===== config.mk =====
export PLATFORM = sky130hd
export DESIGN_NAME = mmu_fault_gen
export DESIGN_NICKNAME = d
export VERILOG_FILES = /design/src/rtl/mmu_fault_gen.sv
export SDC_FILE = /design/constraint.sdc
export NUM_CORES = 1
export LEC_CHECK = 0
export BUFFER_PORTS_ARGS = -buffer_cell sky130_fd_sc_hd__clkbuf_2
export CORE_ASPECT_RATIO = 1.4
export CORE_MARGIN = 2
export CORE_UTILIZATION = 25
export CTS_BUF_LIST = sky130_fd_sc_hd__clkbuf_4
export DETAILED_ROUTE_END_ITERATION = 7
export GPL_ROUTABILITY_DRIVEN = 0
export PLACE_DENSITY = 0.49
export RECOVER_POWER = 25
export SLEW_MARGIN = 20
export SYNTH_ARGS = -nofsm -noshare
export SYNTH_HDL_FRONTEND = slang
export SYNTH_SLANG_ARGS = --single-unit

===== constraint.sdc =====
create_clock -name clk -period 6.6 [get_ports clk]
set_clock_uncertainty 0.2 [all_clocks]
set_input_delay 0.33 -clock clk [delete_from_list [all_inputs] [get_ports clk]]
set_output_delay 0.33 -clock clk [all_outputs]
set_load 0.005 [all_outputs]

===== src/rtl/mmu_fault_gen.sv =====
module mmu_fault_gen #(
  parameter int ADDR_W    = 32,
  parameter int PAGE_BITS = 12,
  parameter int STAT_W    = 32,
  parameter int CFG_W     = 32,
  parameter int PRES_BIT  = 3,
  parameter int FULL_BIT  = 31,
  parameter int EXT_LSB   = 0,
  parameter int EXT_W     = 2
) (
  input  logic              clk,
  input  logic              rst_n,
  input  logic              req_valid,
  input  logic [ADDR_W-1:0] req_addr,
  input  logic [1:0]        req_kind,
  input  logic [CFG_W-1:0]  cfg_main,
  input  logic [CFG_W-1:0]  cfg_ext,
  input  logic              vm_on,
  input  logic              lk_hit,
  input  logic              lk_prot,
  input  logic [ADDR_W-1:0] lk_vbase,
  input  logic [ADDR_W-1:0] lk_pbase,
  input  logic [2:0]        lk_perm,
  input  logic              exc_clear,
  output logic              xlat_valid,
  output logic [ADDR_W-1:0] phys_page,
  output logic [2:0]        perm,
  output logic              fault,
  output logic [STAT_W-1:0] fault_status,
  output logic [ADDR_W-1:0] fault_addr,
  output logic              fault_pend,
  output logic              rec_err
);
  localparam logic [ADDR_W-1:0] PAGE_MASK = {{(ADDR_W-PAGE_BITS){1'b1}}, {PAGE_BITS{1'b0}}};
  localparam logic [1:0] KIND_STORE = 2'd1;
  localparam logic [1:0] KIND_FETCH = 2'd2;
  localparam int STORE_BIT = 10;

  logic              avail, translate, page_ok, bad, recursive;
  logic [ADDR_W-1:0] vpage, page_out;
  logic [2:0]        perm_out;
  logic [STAT_W-1:0] code;

  assign avail     = cfg_main[PRES_BIT] && (!cfg_main[FULL_BIT] || (&cfg_ext[EXT_LSB +: EXT_W]));
  assign translate = avail && vm_on;
  assign vpage     = req_addr & PAGE_MASK;
  assign page_ok   = req_valid && (!translate || lk_hit);
  assign bad       = req_valid && translate && !lk_hit;
  assign recursive = bad && fault_pend && !exc_clear;
  assign page_out  = translate ? ((lk_pbase + (vpage - lk_vbase)) & PAGE_MASK) : vpage;
  assign perm_out  = translate ? lk_perm : 3'b111;

  always_comb begin
    code = '0;
    code[4:0] = lk_prot ? 5'd16 : 5'd18;
    if (req_kind == KIND_FETCH) code[0] = 1'b1;
    code[STORE_BIT] = (req_kind == KIND_STORE);
  end

  always_ff @(posedge clk) begin
    if (!rst_n) begin
      xlat_valid   <= 1'b0;
      fault        <= 1'b0;
      rec_err      <= 1'b0;
      fault_pend   <= 1'b0;
      phys_page    <= '0;
      perm         <= '0;
      fault_status <= '0;
      fault_addr   <= '0;
    end else begin
      xlat_valid <= page_ok;
      fault      <= bad && !recursive;
      rec_err    <= recursive;
      fault_pend <= (fault_pend && !exc_clear) || (bad && !recursive);
      if (page_ok) begin
        phys_page <= page_out;
        perm      <= perm_out;
      end
      if (bad && !recursive) begin
        fault_status <= code;
        fault_addr   <= req_addr;
      end
    end
  end

  assert_strobe_excl_R9: assert property (@(posedge clk) disable iff (!rst_n)
    $countones({xlat_valid, fault, rec_err}) <= 1);
  assert_strobe_needs_req_R9: assert property (@(posedge clk) disable iff (!rst_n)
    (xlat_valid || fault || rec_err) |-> $past(req_valid));
  assert_page_aligned_R3: assert property (@(posedge clk) disable iff (!rst_n)
    xlat_valid |-> ((phys_page & ~PAGE_MASK) == '0));
  assert_store_flag_R6: assert property (@(posedge clk) disable iff (!rst_n)
    fault |-> (fault_status[STORE_BIT] == ($past(req_kind) == KIND_STORE)));
  assert_fault_sets_pend_R8: assert property (@(posedge clk) disable iff (!rst_n)
    fault |-> fault_pend);
  assert_no_stack_R8: assert property (@(posedge clk) disable iff (!rst_n)
    fault |-> (!$past(fault_pend) || $past(exc_clear)));
  assert_rec_holds_R8: assert property (@(posedge clk) disable iff (!rst_n)
    rec_err |-> ($stable(fault_status) && $stable(fault_addr)));
  assert_code_range_R4: assert property (@(posedge clk) disable iff (!rst_n)
    fault |-> (fault_status[4:0] >= 5'd16 && fault_status[4:0] <= 5'd19));
endmodule


; Yosys cells after proc, flatten, opt, wreduce, memory -nomap -nowiden
; Cells that the tools add are included.
[word_totals]
reg_bits = 77
inputBits = 172
out_inout_bits = 103
wordCells = 34
[op_classes]
add_sub_neg = 2
n_eq_ne = 2
n_mux = 4
n_reduce_logical = 18
[op_table]
columns = op, n
row1 = $add 32x32->32, 1
row2 = $mux 32, 1
row3 = $sub 32x32->32, 1
row4 = $logic_and 1x1->1, 9
row5 = $logic_not 1->1, 5
row6 = $logic_or 1x1->1, 3
row7 = $mux 3, 1
row8 = $eq 2x1->1 const B, 1
row9 = $eq 2x2->1 const B, 1
row10 = $mux 2, 1
row11 = $reduce_and 2->1, 1
row12 = $mux 1, 1

; Longest topological paths before layout
; Gate-level depths: netlist (run 1).
[depth]
word_depth = 11
mapped_depth = 13
ltp_nobuf = 12

; Least setup slack after synthesis (run 1)
; Ideal clock, no wire load.
[synth_timing]
path_kind = input to register
from = in req_addr[14]
to = reg phys_page[31]
setup_ns = 0.119
t_arrival_ns = 2.530
required_ns = 6.281
path_slack_ns = 3.751
cell_stages = 12
n_path_buf = 0
cell_sequence = inv_1 -> fa_1 -> inv_1 -> ha_1 -> a21oi_1 -> o21ai_1 -> a221oi_1 -> o31ai_1 -> a31oi_1 -> o311ai_2 -> xnor2_1 -> o21ai_1
[synth_between]
elab_chain_len = 3
[synth_rtl]
columns = item, line
row1 = from (decl), 14  ; input logic [ADDR_W-1:0] req_addr,
row2 = $sub 32x32->32, 50  ; assign page_out = translate ? ((lk_pbase + (vpage - lk_vbase)) & PAGE_MASK) : vpage;
row3 = $add 32x32->32, 50
row4 = $mux 32, 50
row5 = to (signal assigned), 76  ; phys_page <= page_out;
row6 = to (decl), 26  ; output logic [ADDR_W-1:0] phys_page,
; Every way passes these cells.
; A chain may end at the register's enable or synchronous reset.

; Worst setup path after layout (run 1)
[layout_timing]
from = in req_addr[14]
to = reg phys_page[27]
; Same word-level chain as after synthesis.

==> results of run 1 <==
## cells in the mapped netlist, types with 6 or more instances
master                       n
sky130_fd_sc_hd__a21boi_0   34
sky130_fd_sc_hd__a21o_1     12
sky130_fd_sc_hd__a21oi_1    35
sky130_fd_sc_hd__a221oi_1    7
sky130_fd_sc_hd__buf_2       7
sky130_fd_sc_hd__buf_4      41
sky130_fd_sc_hd__clkbuf_1   19
sky130_fd_sc_hd__dfxtp_1    63
sky130_fd_sc_hd__fa_1       19
sky130_fd_sc_hd__ha_1       40
sky130_fd_sc_hd__inv_1      91
sky130_fd_sc_hd__nand2_1   109
sky130_fd_sc_hd__nand3_1     7
sky130_fd_sc_hd__nand4_1     9
sky130_fd_sc_hd__nor2_1     19
sky130_fd_sc_hd__nor2b_1     8
sky130_fd_sc_hd__nor3_1     11
sky130_fd_sc_hd__o21a_1      6
sky130_fd_sc_hd__o21ai_0    12
sky130_fd_sc_hd__o21ai_1    10
sky130_fd_sc_hd__o31ai_1     6
sky130_fd_sc_hd__xnor2_1    12
sky130_fd_sc_hd__xor2_1      7
## power by group
group          switching (mW)  total, mW  internal, mW
sequential            0.00791      0.403         0.395
combinational           0.286      0.494         0.208
clock                   0.152      0.271         0.119
## logic make-up after synthesis
kind of cell               after synthesis
and+or+nand+nor                        187
AOI/OAI and AO/OA                      160
buffers and inverters                  158
DFF                                     63
adders and majority gates               59
xor gates and xnor gates                19
other                                    1
## sequential cells by signal (all words and copies together) (netlist names)
signal        cells
fault             1
fault_addr       32
fault_pend        1
fault_status      4
perm              3
phys_page        20
rec_err           1
xlat_valid        1
## cell type report
type | count | area share (%)
clock buffer | 10 | 1.15
sequential | 63 | 19.3
antenna | 1 | 0.0383
tap | 252 | 4.82
clock inverter | 6 | 0.919
inverter | 91 | 5.22
timing repair buffer | 214 | 19.0
multi-input combinational | 465 | 49.6
## metal layers
metal / wire length, µm / up-vias / part of all wire (%) / global-route usage [%]
met5: 0 / - / 0 / 0
met3: 790 / 19 / 5.0 / 2.13
met4: 380 / 0 / 2.4 / 5.23
li1: - / 2488 / - / -
met2: 8470 / 154 / 53 / 27.9
met1: 6260 / 2215 / 39 / 16.2
## worst max-delay path: stages
cell and delay [ns]:
sky130_fd_sc_hd__dlygate4sd3_1 0.53, sky130_fd_sc_hd__clkbuf_2 0.12, sky130_fd_sc_hd__inv_1 0.08, sky130_fd_sc_hd__fa_1 0.54
sky130_fd_sc_hd__inv_1 0.05, sky130_fd_sc_hd__ha_1 0.38, sky130_fd_sc_hd__a21oi_1 0.26, sky130_fd_sc_hd__o21ai_1 0.13
sky130_fd_sc_hd__a221oi_1 0.29, sky130_fd_sc_hd__o31ai_1 0.11, sky130_fd_sc_hd__a31oi_1 0.48, sky130_fd_sc_hd__o21ai_1 0.19
sky130_fd_sc_hd__xnor2_1 0.17, sky130_fd_sc_hd__a21oi_1 0.08
## layout by cell type, fill, tap and decap left out, drive strengths merged, types with 7 or more instances in the layout
cell type / Yosys / layout
a21oi: 36 / 36
dlygate4sd3: 0 / 37
o21ai: 22 / 22
nand3: 7 / 7
a21o: 12 / 12
dfxtp: 63 / 63
fa: 19 / 19
nand2: 110 / 110
ha: 40 / 40
xor2: 7 / 7
nand4: 10 / 10
inv: 91 / 92
a221oi: 7 / 7
conb: 1 / 40
nor3: 11 / 11
nor2b: 9 / 9
clkbuf: 19 / 184
o31ai: 7 / 7
a21boi: 35 / 35
xnor2: 12 / 12
nor2: 20 / 20
## through the flow
step           instance area, µm²  total power, mW  hold WS [ns]  utilization (%)  cells
2_1_floorplan                5260            0.759         0.251                -    686
3_3_place_gp                 6050            0.890         0.244             30.4   1048
3_5_place_dp                 6050            0.891         0.241             30.4   1048
4_1_cts                      6560             1.19       0.00181             32.9   1101
5_1_grt                      6540             1.26        0.0295             32.8   1102
6_report                     6540             1.17        0.0425             32.8   1102
## how the worst max path moves through the flow
stage / start / to / cells after the start
detailed placement: req_addr[14] / phys_page[27] / 13
global route: req_addr[14] / phys_page[27] / 14
CTS: req_addr[14] / phys_page[31] / 14
floorplan: req_addr[14] / phys_page[31] / 12
finish: req_addr[14] / phys_page[27] / 14
global placement: req_addr[14] / phys_page[27] / 13
## what timing repair did
action	in CTS	in global routing
endpoints found under the hold margin	36	0
endpoints found under the setup margin	0	0
hold buffers	37	0
==> impl_metrics.toml, run 1 <==
[power_and_ir_drop]
power_leakage_nw = 3.20
power_density_nw_per_um2 = 179
vdd.ir_drop.worst_uv = 62.3

[job]
timing.max_cap.violations = 0

[logic_synthesis]
synth_async_sr_flop_share_pct = 0
synth.yosys.warnings = 0
synthXorXnorAreaFrac_pct = 3.26
mapped_cells = 647
synth_cell_types = 68
synth.yosys.seq_area_share_pct = 24.7
synthAdderAreaFrac_pct = 17.2
post-synth-top-area-cell = "sky130_fd_sc_hd__dfxtp_1"
synthFlopType = "sky130_fd_sc_hd__dfxtp_1"
synth.area.top_cells = "sky130_fd_sc_hd__dfxtp_1 (25%), sky130_fd_sc_hd__ha_1 (9.8%), sky130_fd_sc_hd__nand2_1 (8.0%)"
share_of_the_synthesized_area_in_compound_gates_ao_oa_aoi_oai_pct = 23.1
postSynthAreaPerCell_um2 = 7.90
ys_seq_elements = 63
cell_area_after_technology_mapping_um2 = 5110
post_synth_edffs = 0
synth.area.mux_share_pct = 0
synth_largest_type_area_fraction_pct = 24.7
synthSimpleGateAreaFrac_pct = 16.9
synth_top_family_by_area = "compound AO/OA/AOI/OAI gates"

[grt]
grt.overflow.total = 0
first_global_vias = 4873
first_pass_grt_wire_length_um = 25300
grt_start_max_net_pins = 64
grt_antenna_before_repair = 1
globalRouteTotalUtil_pct = 14.6

[clock_tree]
post_cts_setup_repair_bufs = 0
tritoncts_clock_tree = "built"
cts.path.max_buffers = 2
cts-resized-gates = 0
cts-buffers-inserted = 9
clkSlewWorstSetupHoldPaths_ns = 0.13
cts.htree.levels = 3
root_buffer = "sky130_fd_sc_hd__clkbuf_4"
clkSinkCount = 63
clock_latency_ns = 0.41

[route]
vias_per_cell = 4.42
drt_first_pass_iters = 4
avgRoutedWirePerCell_um = 14.4
dr.first_iter.drc_count = 221
vias = 4876
detail-route-antenna-nets = 0
drc_violations_left = 0
totalWireLength_um = 15900

[timing]
grt_setup_unrepaired = "false"
post-route-period-util_pct = 55.1
timing_worst_slew_pin_value_ns = 1.04
max-slew-margin-rel_pct = 30.3
slew_viol_final = 0
timing.setup.tns_ns = 0
finalHoldViolCount = 0
timing.fmax_mhz = 275
postLayoutSetupSlackWorst_ns = 2.96
min_period_ns = 3.64
final-setup-viol-count = 0

[critical_path]
crit_reg_reg_startpoint = "fault_pend"
worstReg2RegEnd = "fault_status[10]"
data_arrival_critical_path_ns = 3.75
cp-end-kind = "flip-flop"
critical_path.max_fanout = 6
reg2regPathDepth = 6
crit_path_start_kind = "input port"
timing.critical_path.required_ns = 6.71
regToRegSetupSlack_ns = 4.55
crit_type = "input port to flip-flop"

[floorplanning]
dieWidth_um = 125
die_h_um = 173
initial_utilization_pct = 25.6
io_pins = 275
std_cell_core_area_um2 = 19900
area_of_the_die_um2 = 21600
rows = 61

[hold_path]
min-delay-path-class = "input port to flip-flop"
hold_depth = 3
hold_end = "fault_addr[31]"
hold_path.startpoint = "req_addr[31]"

[layout]
sequential_cell_area_um2 = 1260
fillerInstances = 2179
post_route_cells_drive_above_1_share_pct = 23.0
final_nets = 1075
area.growth.synth_to_final_pct = 28.0
multiInputGateArea_um2 = 3240

[placed_design]
dpl.hpwl_um = 12800
dp_slack_ns = 3.09
place.port_buffers = 174

[outcome]
run_status = "complete, no violations"
Note: power is estimated with default switching activity, not from simulation.
==> run 2: changes to the inputs <==
ABC_AREA = 1   (was unset)
PLACE_DENSITY = 0.48   (was 0.49)
clock period = 3.8 ns   (was 6.6 ns; I/O delays follow)
==> impl_metrics.toml, run 2 <==
[route]
drc_violations_left = 0
totalWireLength_um = 17700
dr.first_iter.drc_count = 195
vias_per_cell = 4.12
vias = 5791
avgRoutedWirePerCell_um = 12.6
detail-route-antenna-nets = 0
drt_first_pass_iters = 4

[layout]
most_used_cells_in_the_layout_excluding_fill_and_tap_cells = "sky130_fd_sc_hd__nand2_1 (241), sky130_fd_sc_hd__inv_1 (188), sky130_fd_sc_hd__clkbuf_2 (153)"
largest_reg_flops = 32
count_of_non_filler_cells_in_the_finished_layout = 1407
final_nets = 1335
sequential_cell_area_um2 = 1260
reg_top3 = "fault_addr: 32 flops, phys_page: 20 flops, fault_status: 4 flops"
fillerInstances = 2487
multiInputGateArea_um2 = 3320
area.growth.synth_to_final_pct = 29.2
largest_register = "fault_addr"
final_common_cell = "sky130_fd_sc_hd__nand2_1"
post_route_cells_drive_above_1_share_pct = 16.2

[power_and_ir_drop]
share_seq_of_total_power_pct = 31.8
power_leakage_nw = 4.11
netSwitchingFraction_pct = 38.3
clock_power_share_pct = 26.9
power_density_nw_per_um2 = 310
net-switching-power_mw = 0.852
p_comb_share_pct = 41.3
intPower_mw = 1.37
design_power_total_mw = 2.22
vdd.ir_drop.worst_uv = 127

[floorplanning]
rows = 64
std_cell_core_area_um2 = 21800
initial_utilization_pct = 25.4
die_h_um = 180
area_of_the_die_um2 = 23400
io_pins = 275
dieWidth_um = 130

[grt]
first_global_vias = 5828
globalRouteTotalUtil_pct = 15.2
first_pass_grt_wire_length_um = 28200
grt.overflow.total = 0
grt_antenna_before_repair = 1
grt_start_max_net_pins = 46

[critical_path]
reg2regPathDepth = 7
setup.worst_path.start = "req_addr[13]"
worstReg2RegEnd = "fault_status[0]"
crit_path_start_kind = "input port"
cp-end-kind = "flip-flop"
timing.critical_path.to = "phys_page[30]"
regToRegSetupSlack_ns = 1.62
crit_type = "input port to flip-flop"
data_arrival_critical_path_ns = 3.07
critical_path.max_fanout = 4
timing.critical_path.required_ns = 3.88
crit_reg_reg_startpoint = "fault_pend"

[logic_synthesis]
synth.yosys.warnings = 0
synth_cell_types = 30
synth.yosys.seq_area_share_pct = 22.8
synth_largest_type_area_fraction_pct = 22.8
postSynthAreaPerCell_um2 = 6.19
mapped_cells = 894
synthFlopType = "sky130_fd_sc_hd__dfxtp_1"
post_synth_most_frequent_cells = "sky130_fd_sc_hd__nand2_1 (241), sky130_fd_sc_hd__inv_1 (188), sky130_fd_sc_hd__a21oi_1 (83)"
post-synth-top-count-cell = "sky130_fd_sc_hd__nand2_1"
ys_seq_elements = 63
cell_area_after_technology_mapping_um2 = 5540
post-synth-top-area-cell = "sky130_fd_sc_hd__dfxtp_1"
synth.area.top_cells = "sky130_fd_sc_hd__dfxtp_1 (23%), sky130_fd_sc_hd__nand2_1 (16%), sky130_fd_sc_hd__inv_1 (13%)"
post_synth_edffs = 0
synth_async_sr_flop_share_pct = 0

[timing]
timing_worst_slew_pin_value_ns = 0.624
min_period_ns = 2.99
slew_viol_final = 0
max-slew-margin-rel_pct = 58.1
grt_setup_unrepaired = "false"
post-route-period-util_pct = 78.8
postLayoutSetupSlackWorst_ns = 0.807
timing.fmax_mhz = 334
timing.setup.tns_ns = 0
final-setup-viol-count = 0
finalHoldViolCount = 0

[clock_tree]
cts.htree.levels = 3
tritoncts_clock_tree = "built"
cts.path.max_buffers = 2
clkSinkCount = 63
clkSlewWorstSetupHoldPaths_ns = 0.12
cts-resized-gates = 0
post_cts_setup_repair_bufs = 0
clock_latency_ns = 0.41
cts-buffers-inserted = 9
root_buffer = "sky130_fd_sc_hd__clkbuf_4"

[placed_design]
place.port_buffers = 174
dp_slack_ns = 0.922
dp.cells = 1348
dpl.hpwl_um = 14600

[outcome]
run_status = "complete, no violations"

[hold_path]
min-delay-path-class = "input port to flip-flop"

[job]
timing.max_cap.violations = 0
[run 2: cell types whose count changed after synthesis, sizes merged, moves of 7 or more]
cell | before | now
a21boi | 35 | 0
a21o | 12 | 0
a21oi | 36 | 83
a221oi | 7 | 0
clkbuf | 19 | 11
inv | 91 | 192
nand2 | 110 | 241
nand3 | 7 | 42
nand4 | 10 | 1
nor2 | 20 | 75
nor2b | 9 | 0
o21ai | 22 | 46
xnor2 | 12 | 2
[run 2: metal layers]
| layer | part of all wire (%) | wire length [µm] | GRT usage (%) | up-vias |
|---|---|---|---|---|
| met1 | 41 | 7330 | 16.9 | 2533 |
| met2 | 52 | 9160 | 28.8 | 162 |
| li1 | - | - | - | 3070 |
| met5 | 0 | 0 | 0 | - |
| met4 | 2.7 | 481 | 5.33 | 0 |
| met3 | 4.4 | 782 | 1.87 | 26 |
[run 2: final cells by class]
type | instances | share of cell area, %
antenna | 1 | 0.0350
clock buffer | 9 | 0.944
clock inverter | 7 | 1.66
inverter | 193 | 10.1
multi-input combinational | 617 | 46.3
sequential | 63 | 17.6
tap | 297 | 5.19
timing repair buffer | 220 | 18.1
[run 2: how the worst min path moves through the flow]
stage                  from         endpoint  slack [ns]  cells after the start
floorplan           lk_prot  fault_status[1]        0.08                      1
global placement    lk_prot  fault_status[1]        0.17                      2
detailed placement  lk_prot  fault_status[1]        0.17                      2
CTS                   rst_n       fault_pend        0.10                      3
global route          rst_n    phys_page[17]        0.11                      3
finish                rst_n       fault_pend        0.12                      3
[run 2: through the flow]
step / hold slack, ns / area (µm²) / utilization, %
after floorplan: 0.0800 / 5680 / -
after global placement: 0.170 / 6570 / 30.2
after detailed placement: 0.174 / 6570 / 30.2
after CTS: 0.101 / 7180 / 33.0
after global routing: 0.115 / 7160 / 32.9
final: 0.117 / 7160 / 32.9
[run 2: worst max-delay path, cell delays in order]
cell                            delay [ns]
sky130_fd_sc_hd__dlygate4sd3_1        0.52
sky130_fd_sc_hd__clkbuf_2             0.11
sky130_fd_sc_hd__inv_1                0.08
sky130_fd_sc_hd__fa_1                 0.54
sky130_fd_sc_hd__inv_1                0.04
sky130_fd_sc_hd__ha_1                 0.34
sky130_fd_sc_hd__nand2_1              0.11
sky130_fd_sc_hd__nor2_1               0.22
sky130_fd_sc_hd__and3_1               0.18
sky130_fd_sc_hd__nand2_1              0.05
sky130_fd_sc_hd__nand2_1              0.21
sky130_fd_sc_hd__nand2_1              0.12
sky130_fd_sc_hd__nand3_1              0.11
sky130_fd_sc_hd__nand3_1              0.10
sky130_fd_sc_hd__nand2_1              0.08
sky130_fd_sc_hd__a21oi_1              0.05
[run 2: power by group through the flow]
stage	Sequential, mW	Combinational [mW]	Clock [mW]
2_1_floorplan	0.722	0.623	0
3_3_place_gp	0.720	0.893	0
3_5_place_dp	0.721	0.893	0
4_1_cts	0.706	0.933	0.623
5_1_grt	0.710	1.06	0.639
6_report	0.706	0.918	0.598
[run 2: kinds of logic after synthesis]
logic type | after synthesis | share of synthesized area, %
buffers and inverters | 253 | 20.1
AND/OR/NAND/NOR | 372 | 27.0
other | 1 | 0.0677
flip-flops | 63 | 22.8
AO/OA/AOI/OAI | 138 | 12.9
XOR/XNOR | 8 | 1.27
adder cells (fa/ha/maj) | 59 | 15.9
[run 2: what timing repair did]
action / 4_1_cts / 5_1_grt
endpoints found under the setup margin: 0 / 0
hold endpoints to repair: 50 / 0
hold buffers: 42 / 0
==> run 3: changes to the inputs <==
PLACE_DENSITY = 0.5   (was 0.48)
clock period = 2.7 ns   (was 3.8 ns; I/O delays follow)
==> impl_metrics.toml, run 3 (synthesis results as in run 2) <==
[timing]
post-route-period-util_pct = 93.4
timing_worst_slew_pin_value_ns = 0.633
final-setup-viol-count = 0
timing.fmax_mhz = 396
max-slew-margin-rel_pct = 57.5
postLayoutSetupSlackWorst_ns = 0.178
slew_viol_final = 0
finalHoldViolCount = 0
timing.setup.tns_ns = 0
min_period_ns = 2.52
grt_setup_unrepaired = "false"

[grt]
first_pass_grt_wire_length_um = 28000
globalRouteTotalUtil_pct = 15.0
grt_antenna_before_repair = 1
grt_start_max_net_pins = 46
first_global_vias = 5666
grt.overflow.total = 0

[clock_tree]
clock_latency_ns = 0.40
tritoncts_clock_tree = "built"
cts-buffers-inserted = 9
cts.path.max_buffers = 2
clkSinkCount = 63
clkSlewWorstSetupHoldPaths_ns = 0.11
cts.htree.levels = 3
root_buffer = "sky130_fd_sc_hd__clkbuf_4"

[critical_path]
regToRegSetupSlack_ns = 0.60
setup.worst_path.start = "req_addr[28]"
crit_reg_reg_startpoint = "fault_pend"
crit_path_start_kind = "input port"
reg2regPathDepth = 7
timing.critical_path.required_ns = 2.83
cp-end-kind = "flip-flop"
crit_type = "input port to flip-flop"
worstReg2RegEnd = "fault_status[0]"
critical_path.max_fanout = 5
timing.critical_path.to = "phys_page[29]"
data_arrival_critical_path_ns = 2.65

[layout]
fillerInstances = 2449
final_nets = 1373
largest_register = "fault_addr"
most_used_cells_in_the_layout_excluding_fill_and_tap_cells = "sky130_fd_sc_hd__nand2_1 (237), sky130_fd_sc_hd__inv_1 (186), sky130_fd_sc_hd__clkbuf_2 (157)"
final_common_cell = "sky130_fd_sc_hd__nand2_1"
post_route_cells_drive_above_1_share_pct = 20.2
largest_reg_flops = 32
reg_top3 = "fault_addr: 32 flops, phys_page: 20 flops, fault_status: 4 flops"
area.growth.synth_to_final_pct = 35.5
count_of_non_filler_cells_in_the_finished_layout = 1445

[floorplanning]
io_pins = 275
area_of_the_die_um2 = 23400
dieWidth_um = 130
std_cell_core_area_um2 = 21800
initial_utilization_pct = 25.4
rows = 64
die_h_um = 180

[power_and_ir_drop]
clock_power_share_pct = 20.8
net-switching-power_mw = 1.20
p_comb_share_pct = 46.8
intPower_mw = 1.86
power_leakage_nw = 4.28
share_seq_of_total_power_pct = 32.4
vdd.ir_drop.worst_uv = 244
power_density_nw_per_um2 = 408
netSwitchingFraction_pct = 39.3

[route]
vias = 5884
drc_violations_left = 0
drt_first_pass_iters = 4
totalWireLength_um = 17800
detail-route-antenna-nets = 0
vias_per_cell = 4.07
dr.first_iter.drc_count = 168
avgRoutedWirePerCell_um = 12.3

[job]
timing.max_cap.violations = 0

[placed_design]
dp_slack_ns = -0.0419
dp.cells = 1379
place.port_buffers = 174
dpl.hpwl_um = 14500

[hold_path]
min-delay-path-class = "input port to flip-flop"

[outcome]
run_status = "complete, no violations"
==> run 3: cell count changes in the layout (fill, tap and decap cells not counted), sizes merged <==
cell         before  now
clkinv            2    4
buf               4   35
bufinv            3    1
clkbuf          183  185
dlygate4sd3      42   49
inv             194  192
==> run 3: how the worst min path moves through the flow <==
stage	startpoint	endpoint	slack (ns)	depth (start not counted)
after global routing	rst_n	phys_page[21]	0.08	3
after global placement	lk_prot	fault_status[1]	0.12	2
final	rst_n	fault_status[4]	0.07	4
after CTS	rst_n	fault_status[4]	0.05	4
after detailed placement	lk_prot	fault_status[1]	0.12	2
after floorplan	lk_prot	fault_status[1]	0.02	1
==> run 3: area by class of cell <==
type / instances / area (µm²) / area share, %
clock inverters: 5 / 48.8 / 0.650
clock buffers: 11 / 82.6 / 1.10
diodes: 1 / 2.50 / 0.0333
flip-flops and latches: 63 / 1260 / 16.8
well taps: 297 / 372 / 4.95
repair buffers: 258 / 1600 / 21.4
inverters: 193 / 724 / 9.65
multi-input cells: 617 / 3410 / 45.4
==> run 3: metrics by stage <==
stage | util, % | hold slack [ns] | power, mW | instance area (µm²)
global route | 34.4 | 0.0848 | 3.33 | 7500
detailed placement | 31.3 | 0.117 | 2.35 | 6810
finish | 34.4 | 0.0688 | 3.06 | 7500
CTS | 34.1 | 0.0529 | 3.06 | 7430
global placement | 31.3 | 0.115 | 2.35 | 6810
floorplan | - | 0.0250 | 1.89 | 5680
==> run 3: timing repair <==
| action | in CTS | in global routing |
|---|---|---|
| hold buffers | 49 | 0 |
| setup buffers | 0 | 0 |
| endpoints found under the hold margin | 52 | 0 |
| endpoints found under the setup margin | 0 | 5 |
| gates resized for setup | 0 | 21 |
==> run 3: critical path, stage by stage <==
cell and delay (ns):
sky130_fd_sc_hd__dlygate4sd3_1 0.52, sky130_fd_sc_hd__clkbuf_2 0.09, sky130_fd_sc_hd__inv_1 0.06, sky130_fd_sc_hd__fa_1 0.55
sky130_fd_sc_hd__inv_1 0.07, sky130_fd_sc_hd__ha_4 0.29, sky130_fd_sc_hd__nand2_2 0.10, sky130_fd_sc_hd__nor2_2 0.14
sky130_fd_sc_hd__nand2_1 0.08, sky130_fd_sc_hd__nor2_1 0.11, sky130_fd_sc_hd__nand2_1 0.10, sky130_fd_sc_hd__nand2_1 0.08
sky130_fd_sc_hd__nand2_1 0.04, sky130_fd_sc_hd__nand3_1 0.09, sky130_fd_sc_hd__nand2_1 0.06, sky130_fd_sc_hd__a21oi_1 0.11
==> run 3: routing by layer <==
layer / wire (µm) / GRT usage (%) / vias up
met3: 881 / 1.69 / 16
met1: 7500 / 17.4 / 2557
met4: 280 / 4.26 / 0
li1: - / - / 3151
met2: 9180 / 28.3 / 160
met5: 0 / 0 / -
==> run 3: power by group through the flow <==
stage / Clock [mW] / Sequential [mW] / Combinational, mW
after global routing: 0.703 / 0.998 / 1.63
after global placement: 0 / 1.01 / 1.33
after floorplan: 0 / 1.02 / 0.877
after CTS: 0.667 / 0.993 / 1.40
final: 0.637 / 0.992 / 1.43
after detailed placement: 0 / 1.01 / 1.34
